## src/rtl/irq_route_pkg.sv

```systemverilog
package irq_route_pkg;
  localparam int PINS   = 4;
  localparam int LINE_W = 8;

  typedef struct packed {
    logic              hit;
    logic [LINE_W-1:0] line;
  } route_t;

  // Board routing: which bridge line a slot/pin pair lands on.
  function automatic route_t route_of(int unsigned slot, int unsigned pin);
    route_t r;
    r.hit  = 1'b1;
    r.line = '0;
    case (slot)
      5:       r.line = LINE_W'(pin);
      6:       r.line = LINE_W'(4);
      7:       r.line = LINE_W'(5);
      8, 9, 10, 11, 12:
               r.line = LINE_W'(slot - 8 + pin + 6);
      default: r.hit  = 1'b0;
    endcase
    return r;
  endfunction
endpackage

```

## src/rtl/slot_line_map.sv

```systemverilog
module slot_line_map
  import irq_route_pkg::*;
#(
  parameter int NUM_SLOTS = 16,
  parameter int NUM_LINES = 32
) (
  input  logic [NUM_SLOTS*PINS-1:0] slot_irq,
  output logic [NUM_LINES-1:0]      line_raw,
  output logic [PINS-1:0]           legacy_req
);
  localparam int NSRC = NUM_SLOTS * PINS;

  logic [NUM_LINES-1:0] src_line [NSRC];
  logic [PINS-1:0]      src_leg  [NSRC];

  for (genvar s = 0; s < NUM_SLOTS; s++) begin : g_slot
    for (genvar p = 0; p < PINS; p++) begin : g_pin
      localparam route_t RT = route_of(s, p);
      localparam int     IX = s * PINS + p;
      if (RT.hit && (int'(RT.line) < NUM_LINES)) begin : g_routed
        assign src_line[IX] = slot_irq[IX] ? (NUM_LINES'(1) << RT.line) : '0;
        assign src_leg[IX]  = '0;
      end else if (RT.hit) begin : g_out_of_range
        assign src_line[IX] = '0;
        assign src_leg[IX]  = '0;
      end else begin : g_legacy
        assign src_line[IX] = '0;
        assign src_leg[IX]  = slot_irq[IX] ? (PINS'(1) << p) : '0;
      end
    end
  end

  always_comb begin
    line_raw   = '0;
    legacy_req = '0;
    for (int i = 0; i < NSRC; i++) begin
      line_raw   = line_raw | src_line[i];
      legacy_req = legacy_req | src_leg[i];
    end
  end
endmodule

```

## src/rtl/line_trigger.sv

```systemverilog
module line_trigger #(
  parameter int NUM_LINES = 32
) (
  input  logic [NUM_LINES-1:0] line_raw,
  input  logic [NUM_LINES-1:0] line_prev,
  input  logic [NUM_LINES-1:0] edge_sel,
  input  logic [NUM_LINES-1:0] polarity,
  input  logic [NUM_LINES-1:0] enable,
  output logic [NUM_LINES-1:0] edge_fire,
  output logic [NUM_LINES-1:0] contrib
);
  for (genvar n = 0; n < NUM_LINES; n++) begin : g_line
    logic rise;
    logic level_on;
    assign rise         = line_raw[n] & ~line_prev[n];
    assign level_on     = line_raw[n] & polarity[n];
    assign edge_fire[n] = rise;
    assign contrib[n]   = enable[n] & (edge_sel[n] ? rise : level_on);
  end
endmodule

```

## src/rtl/slot_irq_router.sv

```systemverilog
module slot_irq_router
  import irq_route_pkg::*;
#(
  parameter int NUM_SLOTS = 16,
  parameter int NUM_LINES = 32
) (
  input  logic                      clk,
  input  logic                      rst,
  input  logic [NUM_SLOTS*PINS-1:0] slot_irq,
  input  logic [NUM_LINES-1:0]      edge_sel,
  input  logic [NUM_LINES-1:0]      polarity,
  input  logic [NUM_LINES-1:0]      enable,
  output logic                      cpu_irq,
  output logic [NUM_LINES-1:0]      line_status,
  output logic [PINS-1:0]           legacy_req
);
  logic [NUM_LINES-1:0] line_raw;
  logic [NUM_LINES-1:0] line_prev;
  logic [NUM_LINES-1:0] edge_fire;
  logic [NUM_LINES-1:0] contrib;

  slot_line_map #(.NUM_SLOTS(NUM_SLOTS), .NUM_LINES(NUM_LINES)) u_map (
    .slot_irq  (slot_irq),
    .line_raw  (line_raw),
    .legacy_req(legacy_req)
  );

  line_trigger #(.NUM_LINES(NUM_LINES)) u_trig (
    .line_raw (line_raw),
    .line_prev(line_prev),
    .edge_sel (edge_sel),
    .polarity (polarity),
    .enable   (enable),
    .edge_fire(edge_fire),
    .contrib  (contrib)
  );

  always_ff @(posedge clk) begin
    if (rst) begin
      line_prev <= '0;
      cpu_irq   <= 1'b0;
    end else begin
      line_prev <= line_raw;
      cpu_irq   <= |contrib;
    end
  end

  assign line_status = line_prev;


  edge_once_chk: assert property (@(posedge clk) disable iff (rst)
    (edge_fire != '0) |=> ((edge_fire & $past(edge_fire)) == '0));


  masked_quiet_chk: assert property (@(posedge clk) disable iff (rst)
    ((line_raw & enable) == '0) |=> !cpu_irq);


  level_drive_chk: assert property (@(posedge clk) disable iff (rst)
    ((line_raw & enable & polarity & ~edge_sel) != '0) |=> cpu_irq);


  status_follow_chk: assert property (@(posedge clk) disable iff (rst)
    (line_raw != '0) |=> (line_status != '0));


  reset_clear_chk: assert property (@(posedge clk)
    rst |=> (!cpu_irq && line_status == '0));
endmodule

```

## config.mk

```make
export PLATFORM = sky130hd
export DESIGN_NAME = slot_irq_router
export DESIGN_NICKNAME = d
export VERILOG_FILES = /design/src/rtl/irq_route_pkg.sv /design/src/rtl/slot_line_map.sv /design/src/rtl/line_trigger.sv /design/src/rtl/slot_irq_router.sv
export SDC_FILE = /design/constraint.sdc
export NUM_CORES = 1
export LEC_CHECK = 0
export BUFFER_PORTS_ARGS = -buffer_cell sky130_fd_sc_hd__buf_2
export CAP_MARGIN = 25
export CELL_PAD_IN_SITES_DETAIL_PLACEMENT = 1
export CELL_PAD_IN_SITES_GLOBAL_PLACEMENT = 1
export CORE_ASPECT_RATIO = 0.6
export CORE_MARGIN = 2
export CORE_UTILIZATION = 13
export DETAILED_ROUTE_END_ITERATION = 16
export GPL_ROUTABILITY_DRIVEN = 0
export PLACE_DENSITY_LB_ADDON = 0.1
export SETUP_SLACK_MARGIN = 0.3
export SLEW_MARGIN = 40
export SYNTH_ARGS = -nofsm -noshare
export SYNTH_HDL_FRONTEND = slang
export SYNTH_SLANG_ARGS = --single-unit
export TNS_END_PERCENT = 10
```

## constraint.sdc

```tcl
create_clock -name clk -period 3.32 [get_ports clk]
set_input_delay 0.166 -clock clk [delete_from_list [all_inputs] [get_ports clk]]
set_output_delay 0.166 -clock clk [all_outputs]
set_load 0.005 [all_outputs]
```

==> Word level (Yosys, flattened, before mapping) <==
Index checks and enable logic that the tools add are counted.
{ "totals": {"reg_bits": 33, "in_bits": 162, "out_inout_bits": 37, "wordCells": 289} }
{ "op_classes": {"mux": 96, "bitwise_logic": 190, "reduce_logical": 1} }
{ "op_table": {"columns": ["operator", "n"], "rows": [
  ["32-bit OR", 31],
  ["4-bit OR", 31],
  ["1-bit AND", 96],
  ["11-bit 2-to-1 mux", 4],
  ["1-bit 2-to-1 mux", 41],
  ["10-bit 2-to-1 mux", 4],
  ["12-bit 2-to-1 mux", 3],
  ["4-bit 2-to-1 mux", 9],
  ["1-bit NOT", 32],
  ["32-bit OR reduction", 1],
  ["3-bit 2-to-1 mux", 9],
  ["9-bit 2-to-1 mux", 3],
  ["13-bit 2-to-1 mux", 2],
  ["6-bit 2-to-1 mux", 4],
  ["5-bit 2-to-1 mux", 4],
  ["2-bit 2-to-1 mux", 9],
  ["8-bit 2-to-1 mux", 2],
  ["14-bit 2-to-1 mux", 1],
  ["7-bit 2-to-1 mux", 1]
]} }

==> Depth between registers and ports, before layout <==
Gate-level depths: netlist (run 1).
{ "logic_depth": {"depth_word": 36, "depth_mapped": 4, "ltp_nobuf": 4} }

==> Modules after synthesis <==
From an unflattened synthesis (run 1), not the netlist that was laid out.
{ "hier_totals": {"hier_cells": 315, "hier_area_um2": 2725.1} }
{ "modules_own_cells": {"columns": ["module", "instances", "cells_each", "area_each_um2", "seq_area_each_um2"], "rows": [
  ["line_trigger", 1, 191, 1468.9, 0.0],
  ["slot_irq_router", 1, 79, 952.2, 660.6],
  ["slot_line_map", 1, 45, 304.0, 0.0]
]} }

==> Worst setup path after synthesis (run 1) <==
Ideal clock, no wire load.
{ "synth_timing": {"kind": "input port to flip-flop", "start": "input port slot_irq[42]", "end": "register cpu_irq", "setup_time_ns": 0.138, "arrival_ns": 1.055, "t_required_ns": 3.182, "slack_ns": 2.127, "path_stages": 4, "n_path_buf": 0, "cell_sequence": "or4_4 -> o2111ai_1 -> and4_1 -> a41oi_1"} }
{ "synth_between": {"elab_chain_len": 15, "word_cells_on_any_way": 16, "classes_between": "mux (2); bitwise (13); reduce/logical (1)"} }
{ "synth_lines": {"columns": ["item", "line_no", "rtl"], "rows": [
  ["start, declared", "slot_irq_router.sv:9", "input logic [NUM_SLOTS*PINS-1:0] slot_irq,"],
  ["11-bit 2-to-1 mux (*)", "slot_line_map.sv:21", "assign src_line[IX] = slot_irq[IX] ? (NUM_LINES'(1) << RT.line) : '0;"],
  ["32-bit OR (*) (10 in a row)", "slot_line_map.sv:37", "line_raw = line_raw | src_line[i];"],
  ["1-bit AND (on tied branches)", "line_trigger.sv:16, line_trigger.sv:15", null],
  ["1-bit 2-to-1 mux (*)", "line_trigger.sv:18", "assign contrib[n] = enable[n] & (edge_sel[n] ? rise : level_on);"],
  ["1-bit AND (*)", "line_trigger.sv:18", null],
  ["32-bit OR reduction (*)", "slot_irq_router.sv:44", "cpu_irq <= |contrib;"],
  ["end signal, assigned", "slot_irq_router.sv:44", null],
  ["end, declared", "slot_irq_router.sv:13", "output logic cpu_irq,"]
]} }
Every way passes the cells marked *; elsewhere a longest branch is shown, timed or not.
A chain may end at the register's enable or synchronous reset.

==> Worst setup path after layout (run 1) <==
Same ends and word-level chain as after synthesis.

==> results.yml, run 1 <==
worst_hold_path:
  hp-start: "slot_irq[33]"
  hold_class: "primary input to flip-flop"
  worstHoldPathCells: 3
  holdPathEnd: "line_status[7]"
power_and_ir_drop:
  p_per_area_nw_per_um2: 337
  ir_worst_vdd_uv: 162
  leakage_nw: 0.846
worst_setup_path:
  r2r-start: "line_status[12]"
  cp_slowest_stage_delay_ns: 0.52
  timing.reg2reg.setup_slack_ns: 2.25
  path_class: "primary input to flip-flop"
  required_ns: 3.43
  start_kind: "primary input"
  reg2regPathDepth: 3
  cp-startpoint: "slot_irq[42]"
  slowest_stage: "or4_4"
  rr_endpoint: "cpu_irq"
  end_kind: "flip-flop"
  crit_chain: "buf_2 > or4_4 > o2111ai_1 > and4_1 > a41oi_1"
  worstPathMaxFanout: 2
  arrival_ns: 1.25
synth:
  ys_ff_latch: 15
  synth.avg_cell_area_um2: 8.02
  synth_edf_count: 0
  synth_area_leaders: "dfxtp_1, buf_4, nor2b_1"
  synth_area_um2: 898
  yosysTopAreaCellShare_pct: 33.4
  ys_seq_area_share_pct: 33.4
  yosysTopAreaCell: "dfxtp_1"
  ys_types: 26
  syn_inst: 112
  ys_warn_count: 0
  synth_async_sr_flop_share_pct: 0
  synth_ff_type: "dfxtp_1"
sta:
  drv_slew: 0
  max_freq_ghz: 0.880
  min_period_over_period_pct: 34.2
  hold_violations: 0
  min_period_ns: 1.14
  rsz0062_at_grt: "false"
  setup-violations-final: 0
  finClkSkew_ns: 0.00436
  fin_tns_setup_ns: 0
  timing.hold.ws_ns: 0.135
job:
  maxCapViolCount: 0
final_layout:
  drive_gt1_share_pct: 54.6
  multi_input_area_um2: 519
  n_fill_cell: 849
  final_cell_mix: "buf_2, conb_1, dfxtp_1, nor2_1, nor2b_1"
  area_growth_pct: 82.9
  seq_area_um2: 300
  antenna_cells: 0
  final_common_cell: "buf_2"
  final_util_pct: 24.6
  layout.nets: 403
floorplanning:
  die_height_um: 68.4
  die-area_um2: 7610
  coreArea_um2: 6680
  start_util_pct: 13.5
  num_rows: 23
  num_io_pins: 199
  die-width_um: 111
clock_network:
  insertion_delay_ns: 0.25
  htreeDepth: 1
  clock_sink_count: 15
  cts_setup_buffers: 0
  cts_root_buf: "clkbuf_16"
  ctsHoldBuffers: 0
  tritoncts: "done"
  postCtsResizedCells: 0
  ctsLongestPathBuffers: 2
  cts_buffers: 3
  clk_pin_slew_ns: 0.05
routing:
  postRouteAntennaNets: 0
  remaining_drc_errors: 0
  wl_per_cell_um: 11.1
  vias: 1199
  vias_per_cell: 3.67
  drtIter0Drc: 26
  wl_um: 3630
  dr.pass1.iters: 2
global_route:
  grt_usage_pct: 9.16
  grt-ovfl-total: 0
  grt_pass1_wl_um: 5500
  grt_max_degree: 16
  grt_antenna_before_repair: 0
  first_global_vias: 1221
placed_design:
  io_buffers: 126
outcome:
  status: "finished clean"
[flip-flops by register name, indices dropped and copies added, names as in the netlist]
signal       count
line_status     14
cpu_irq          1
[cell usage after synthesis, drive strengths merged, types with 2 or more instances]
library cell,n
a211oi,4
a21oi,2
buf,18
dfxtp,15
nand2,12
nand2b,2
nand4bb,2
nor2,14
nor2b,13
nor4,11
o2111ai,3
o211ai,2
o21ai,2
or4,2
[how the worst max path moves through the flow]
stage | end | slack, ns | cells after the start
finish | cpu_irq | 2.18 | 5
global route | cpu_irq | 2.12 | 3
CTS | cpu_irq | 2.17 | 5
global placement | cpu_irq | 1.90 | 5
detailed placement | cpu_irq | 1.91 | 5
floorplan | cpu_irq | 2.13 | 4
[power breakdown]
part / switching [mW] / total [mW] / internal (mW)
Combinational: 0.0496 / 0.120 / 0.0700
Clock: 0.0765 / 0.237 / 0.161
Sequential: 0.00525 / 0.197 / 0.191
[metrics by stage]
step                setup slack, ns  power, mW  area (um^2)  cells
global route                   2.12      0.593         1640    327
floorplan                      2.13      0.251          962    129
CTS                            2.17      0.569         1640    327
global placement               1.90      0.321         1560    323
detailed placement             1.91      0.322         1560    323
finish                         2.18      0.554         1640    327
[cell type report]
| type | instances | share of cell area (%) |
|---|---|---|
| Clock buffer | 3 | 4.57 |
| Clock inverter | 1 | 0.305 |
| Inverter | 1 | 0.228 |
| Multi-Input combinational cell | 94 | 31.6 |
| Sequential cell | 15 | 18.3 |
| Tap cell | 87 | 6.63 |
| Timing Repair Buffer | 126 | 38.4 |
[metal layers]
layer | routed length (um) | track usage [%] | vias up
met5 | 0 | 0 | -
li1 | - | - | 624
met4 | 19 | 1.85 | 0
met1 | 1780 | 12.0 | 501
met2 | 1400 | 13.9 | 72
met3 | 418 | 4.16 | 2
[critical path: cells and delay by family]
family / cells / cell delay, ns
and+or+nand+nor: 2 / 0.76
AOI/OAI and AO/OA: 2 / 0.22
buffers and inverters: 1 / 0.10
[logic make-up (layout without fill, tap and decap cells)]
family,after synthesis,after routing,synth area share [%]
muxes,1,1,1.11
DFF,15,15,33.4
other,1,18,0.417
AOI/OAI and AO/OA,16,16,13.4
and+or+nand+nor,59,59,35.8
buffers and inverters,20,131,15.9
Note: power is estimated with default switching activity, not from simulation.
==> inputs of run 2 (changes only) <==
ABC_AREA = 1   (was default)
CORE_UTILIZATION = 11   (was 13)
clock period = 1 ns   (was 3.32 ns; I/O delays follow)
==> results.yml, run 2 <==
power_and_ir_drop:
  p_switching_mw: 0.514
  pwr-share-comb_pct: 26.7
  p_per_area_nw_per_um2: 994
  finalPower_mw: 1.99
  ir_worst_vdd_uv: 551
  internal_power_mw: 1.48
  leakage_nw: 1.08
  sw_frac_of_total_pct: 25.8
  clockPowerShare_pct: 39.9
  seqPwrFrac_pct: 33.4
routing:
  postRouteAntennaNets: 0
  remaining_drc_errors: 0
  wl_per_cell_um: 10.8
  dr.pass1.iters: 4
  vias_per_cell: 3.45
  drtIter0Drc: 25
  wl_um: 4430
  vias: 1414
sta:
  min_period_ns: 1.01
  drv_slew: 0
  rsz0062_at_grt: "true"
  min_period_over_period_pct: 101
  hold_violations: 0
  setup-violations-final: 1
  max_freq_ghz: 0.987
  finalWorstSetupSlack_ns: -0.0136
  timing.hold.ws_ns: 0.0156
  finClkSkew_ns: 0.00120
synth:
  yosysTopAreaCell: "dfxtp_1"
  synth_edf_count: 0
  synth_async_sr_flop_share_pct: 0
  synth_common_cells: "nand2_1, nor2_1, buf_4"
  yosysTopAreaCellShare_pct: 30.1
  synth_ff_type: "dfxtp_1"
  syn_inst: 168
  yosys.cell_count.top_type: "nand2_1"
  synth_area_um2: 998
  synth.avg_cell_area_um2: 5.94
  ys_types: 15
  ys_warn_count: 0
  synth_area_leaders: "dfxtp_1, nand2_1, nor2_1"
  ys_ff_latch: 15
  ys_seq_area_share_pct: 30.1
worst_setup_path:
  cp_slowest_stage_delay_ns: 0.33
  worstPathMaxFanout: 2
  required_ns: 1.12
  crit_chain: "nand2_2 > inv_2 > nor2_4 > nand3_2 > nand2_2 > nor2_2 > nand2_1 > nor2_1 > nor2_1"
  start_kind: "flip-flop"
  path_class: "flip-flop to flip-flop"
  end_kind: "flip-flop"
  arrival_ns: 1.14
  slowest_stage: "dfxtp_2"
global_route:
  grt_pass1_wl_um: 6590
  grt_antenna_before_repair: 0
  first_global_vias: 1438
  grt_usage_pct: 8.31
  grt-ovfl-total: 0
  grt_max_degree: 16
worst_hold_path:
  hold_class: "primary input to flip-flop"
final_layout:
  final_cell_mix: "buf_2, nand2_1, nor2_1, conb_1, buf_6"
  largest_register_ffs: 14
  drive_gt1_share_pct: 54.0
  antenna_cells: 0
  final_util_pct: 23.1
  layout.nets: 461
  final_common_cell: "buf_2"
  area_growth_pct: 101
clock_network:
  htreeDepth: 1
  clock_sink_count: 15
  cts_root_buf: "clkbuf_16"
  ctsHoldBuffers: 0
  tritoncts: "done"
  cts_buffers: 3
  ctsLongestPathBuffers: 2
  insertion_delay_ns: 0.24
  clk_pin_slew_ns: 0.05
job:
  maxCapViolCount: 0
floorplanning:
  num_io_pins: 199
  num_rows: 26
  die-width_um: 127
  die_height_um: 77.8
  start_util_pct: 11.5
  die-area_um2: 9880
  coreArea_um2: 8650
placed_design:
  io_buffers: 126
  dp_hpwl_um: 3730
outcome:
  status: "complete, but fails checks"
  violations: "setup timing"
-- run 2: cell count changes after synthesis, sizes merged, moves of 2 or more --
| cell | delta |
|---|---|
| nand2 | +33 |
| nor2 | +32 |
| inv | +14 |
| nor2b | -13 |
| nand3 | +7 |
| or2 | +5 |
| a211oi | -4 |
| a21oi | +3 |
| nor4 | -3 |
| o2111ai | -3 |
| nand2b | -2 |
| nand4bb | -2 |
| o211ai | -2 |
| or4 | -2 |
-- run 2: timing repair --
item                                    4_1_cts  5_1_grt
buffers inserted                              0        0
gates resized for setup                      17       28
pin swaps                                     0       14
endpoints found under the hold margin         0        0
endpoints found under the setup margin       17       20
-- run 2: final timing paths --
path	start	end	slack, ns	cells past startpoint
worst max-delay path	line_status[5]	cpu_irq	-0.01	9
worst min-delay path	slot_irq[20]	line_status[0]	0.02	3
worst max register to register	line_status[5]	cpu_irq	-0.01	9
worst min register to register	line_status[13]	cpu_irq	0.72	7
-- run 2: through the flow --
stage	cell area [um^2]	setup TNS [ns]	cells	worst slack, ns
2_1_floorplan	1070	0	185	0.125
3_3_place_gp	1710	-0.0714	406	-0.0714
3_5_place_dp	1710	-0.0456	406	-0.0456
4_1_cts	1850	-0.0494	410	-0.0494
5_1_grt	2000	-0.139	410	-0.139
6_report	2000	-0.0136	410	-0.0136
-- run 2: layout make-up --
cell class / instances / area (um^2)
fill: 1086 / 6650
timing repair buffer: 128 / 743
multi-input combinational: 136 / 667
sequential: 15 / 318
tap: 112 / 140
clock buffer: 4 / 78.8
inverter: 15 / 56.3
-- run 2: power groups by stage --
stage	Combinational [mW]	Sequential, mW	Clock (mW)
6_report	0.531	0.666	0.794
5_1_grt	0.605	0.671	0.874
4_1_cts	0.474	0.663	0.859
3_5_place_dp	0.456	0.669	0
3_3_place_gp	0.454	0.668	0
2_1_floorplan	0.203	0.671	0
-- run 2: cells by family after synthesis --
logic type	synth area share, %
compound gates	3.01
buf+inv	19.7
flops	30.1
simple gates	46.9
other cells	0.376
-- run 2: critical path, delay by kind of cell (launching register included) --
kind | cells | cell delay [ns]
and+or+nand+nor | 8 | 0.49
DFF | 1 | 0.33
buffers and inverters | 1 | 0.06
-- run 2: metal layers --
metal,GRT usage (%),up-vias,part of all wire (%)
li1,-,743,-
met1,10.6,597,44
met2,13.3,72,45
met3,3.66,2,11
met4,0.989,0,0.23
met5,0,-,0
==> inputs of run 3 (changes only) <==
CORE_ASPECT_RATIO = 0.7   (was 0.6)
GPL_TIMING_DRIVEN = 0   (was default)
==> results.yml, run 3 (synthesized netlist as in run 2, its figures left out) <==
routing:
  remaining_drc_errors: 0
  postRouteAntennaNets: 0
  wl_per_cell_um: 9.73
  vias: 1431
  wl_um: 4270
  dr.pass1.iters: 2
  drtIter0Drc: 19
  vias_per_cell: 3.26
power_and_ir_drop:
  finalPower_mw: 2.03
  ir_worst_vdd_uv: 658
  leakage_nw: 1.17
  p_per_area_nw_per_um2: 951
worst_setup_path:
  slowest_stage: "dfxtp_2"
  arrival_ns: 1.11
  path_class: "flip-flop to flip-flop"
  path_buf_inv: 0
  cp_slowest_stage_delay_ns: 0.32
  crit_chain: "nand2_1 > nand2_1 > nor2_1 > nand2_1 > nand2_1 > nor2_1 > nand2_1 > nor2_1 > nor2_1"
  worstPathMaxFanout: 2
  cp-startpoint: "line_status[8]"
  start_kind: "flip-flop"
  end_kind: "flip-flop"
  critical_path.top_delay_family: "simple AND/OR/NAND/NOR gates"
  critPathMostFrequentCell: "nand2_1"
  required_ns: 1.13
  r2r-start: "line_status[8]"
worst_hold_path:
  hp-start: "slot_irq[51]"
  hold_class: "primary input to flip-flop"
sta:
  hold_violations: 0
  finClkSkew_ns: 0.00919
  min_period_ns: 0.986
  max_freq_ghz: 1.01
  drv_slew: 0
  timing.hold.ws_ns: 0.00965
  min_period_over_period_pct: 98.6
  rsz0062_at_grt: "true"
  finalWorstSetupSlack_ns: 0.0144
  setup-violations-final: 0
job:
  maxCapViolCount: 0
clock_network:
  tritoncts: "done"
  ctsHoldBuffers: 0
  htreeDepth: 1
  ctsLongestPathBuffers: 2
  cts_root_buf: "clkbuf_16"
  cts_setup_buffers: 0
  insertion_delay_ns: 0.25
  clk_pin_slew_ns: 0.06
  clock_sink_count: 15
  cts_buffers: 3
global_route:
  grt_antenna_before_repair: 0
  grt_usage_pct: 8.51
  grt_pass1_wl_um: 6800
  grt-ovfl-total: 0
  first_global_vias: 1490
  grt_max_degree: 11
final_layout:
  layout.cells.non_filler: 439
  final_cell_mix: "buf_2, nand2_1, nor2_1, buf_4, conb_1"
  antenna_cells: 0
  fin_area_um2: 2140
  layout.nets: 478
  drive_gt1_share_pct: 55.6
  largest_register_ffs: 14
  final_common_cell: "buf_2"
  area_growth_pct: 114
outcome:
  status: "finished clean"
floorplanning:
  die-width_um: 118
  die-area_um2: 9870
  start_util_pct: 11.2
  num_rows: 29
  die_height_um: 83.7
  num_io_pins: 199
  coreArea_um2: 8930
placed_design:
  pre_cts_slack_ns: -0.0376
  place_inst: 435
  dp_hpwl_um: 3650
  io_buffers: 126
  placed_area_um2: 1850
run 3: changes by cell type in the layout (fill, tap and decap cells not counted), moves of 2 or more:
cell     delta
buf_4      +17
nand2_1     +2
nand2_2     -2
nor2_1      +2
run 3: power breakdown:
part           internal [mW]  switching [mW]
Clock                  0.535           0.264
Combinational          0.332           0.238
Sequential             0.643          0.0215
Total                   1.51           0.524
run 3: timing repair:
item,4_1_cts,5_1_grt
pin swaps,1,11
resized for setup,15,24
endpoints found under the setup margin,17,20
run 3: layout make-up:
type | instances | area (um^2)
buffer | 19 | 140
clock buffer | 3 | 75.1
clock inverter | 1 | 5.00
fill | 1165 | 6790
inverter | 15 | 56.3
multi-input combinational | 136 | 658
sequential | 15 | 318
tap | 124 | 155
timing repair buffer | 126 | 731
run 3: per-stage QoR:
stage | TNS [ns] | util, %
after detailed placement | -0.0376 | 20.8
final | 0 | 24.0
after global placement | -0.0160 | 20.8
after global routing | -0.128 | 24.0
after floorplan | 0 | -
after CTS | -0.0512 | 22.2
run 3: routing by layer:
layer  share of wire, %  GRT usage (%)  wire length, um  up-vias
li1                   -              -                -      776
met1                 45           10.7             1920      594
met2                 47           14.5             2020       59
met3                6.7           2.05              285        2
met4               0.94           2.30               40        0
met5                  0              0                0        -
run 3: final timing paths:
kind                                         to  slack (ns)  cells past startpoint
worst max-delay path                    cpu_irq        0.01                      9
worst min-delay path            line_status[13]        0.01                      3
worst max register to register          cpu_irq        0.01                      9
worst min register to register          cpu_irq        0.74                      7
run 3: worst register-to-register path, stage by stage (launching register included):
cell	delay, ns
dfxtp_2	0.32
nand2_1	0.04
nand2_1	0.05
nor2_1	0.05
nand2_1	0.05
nand2_1	0.06
nor2_1	0.10
nand2_1	0.06
nor2_1	0.10
nor2_1	0.04
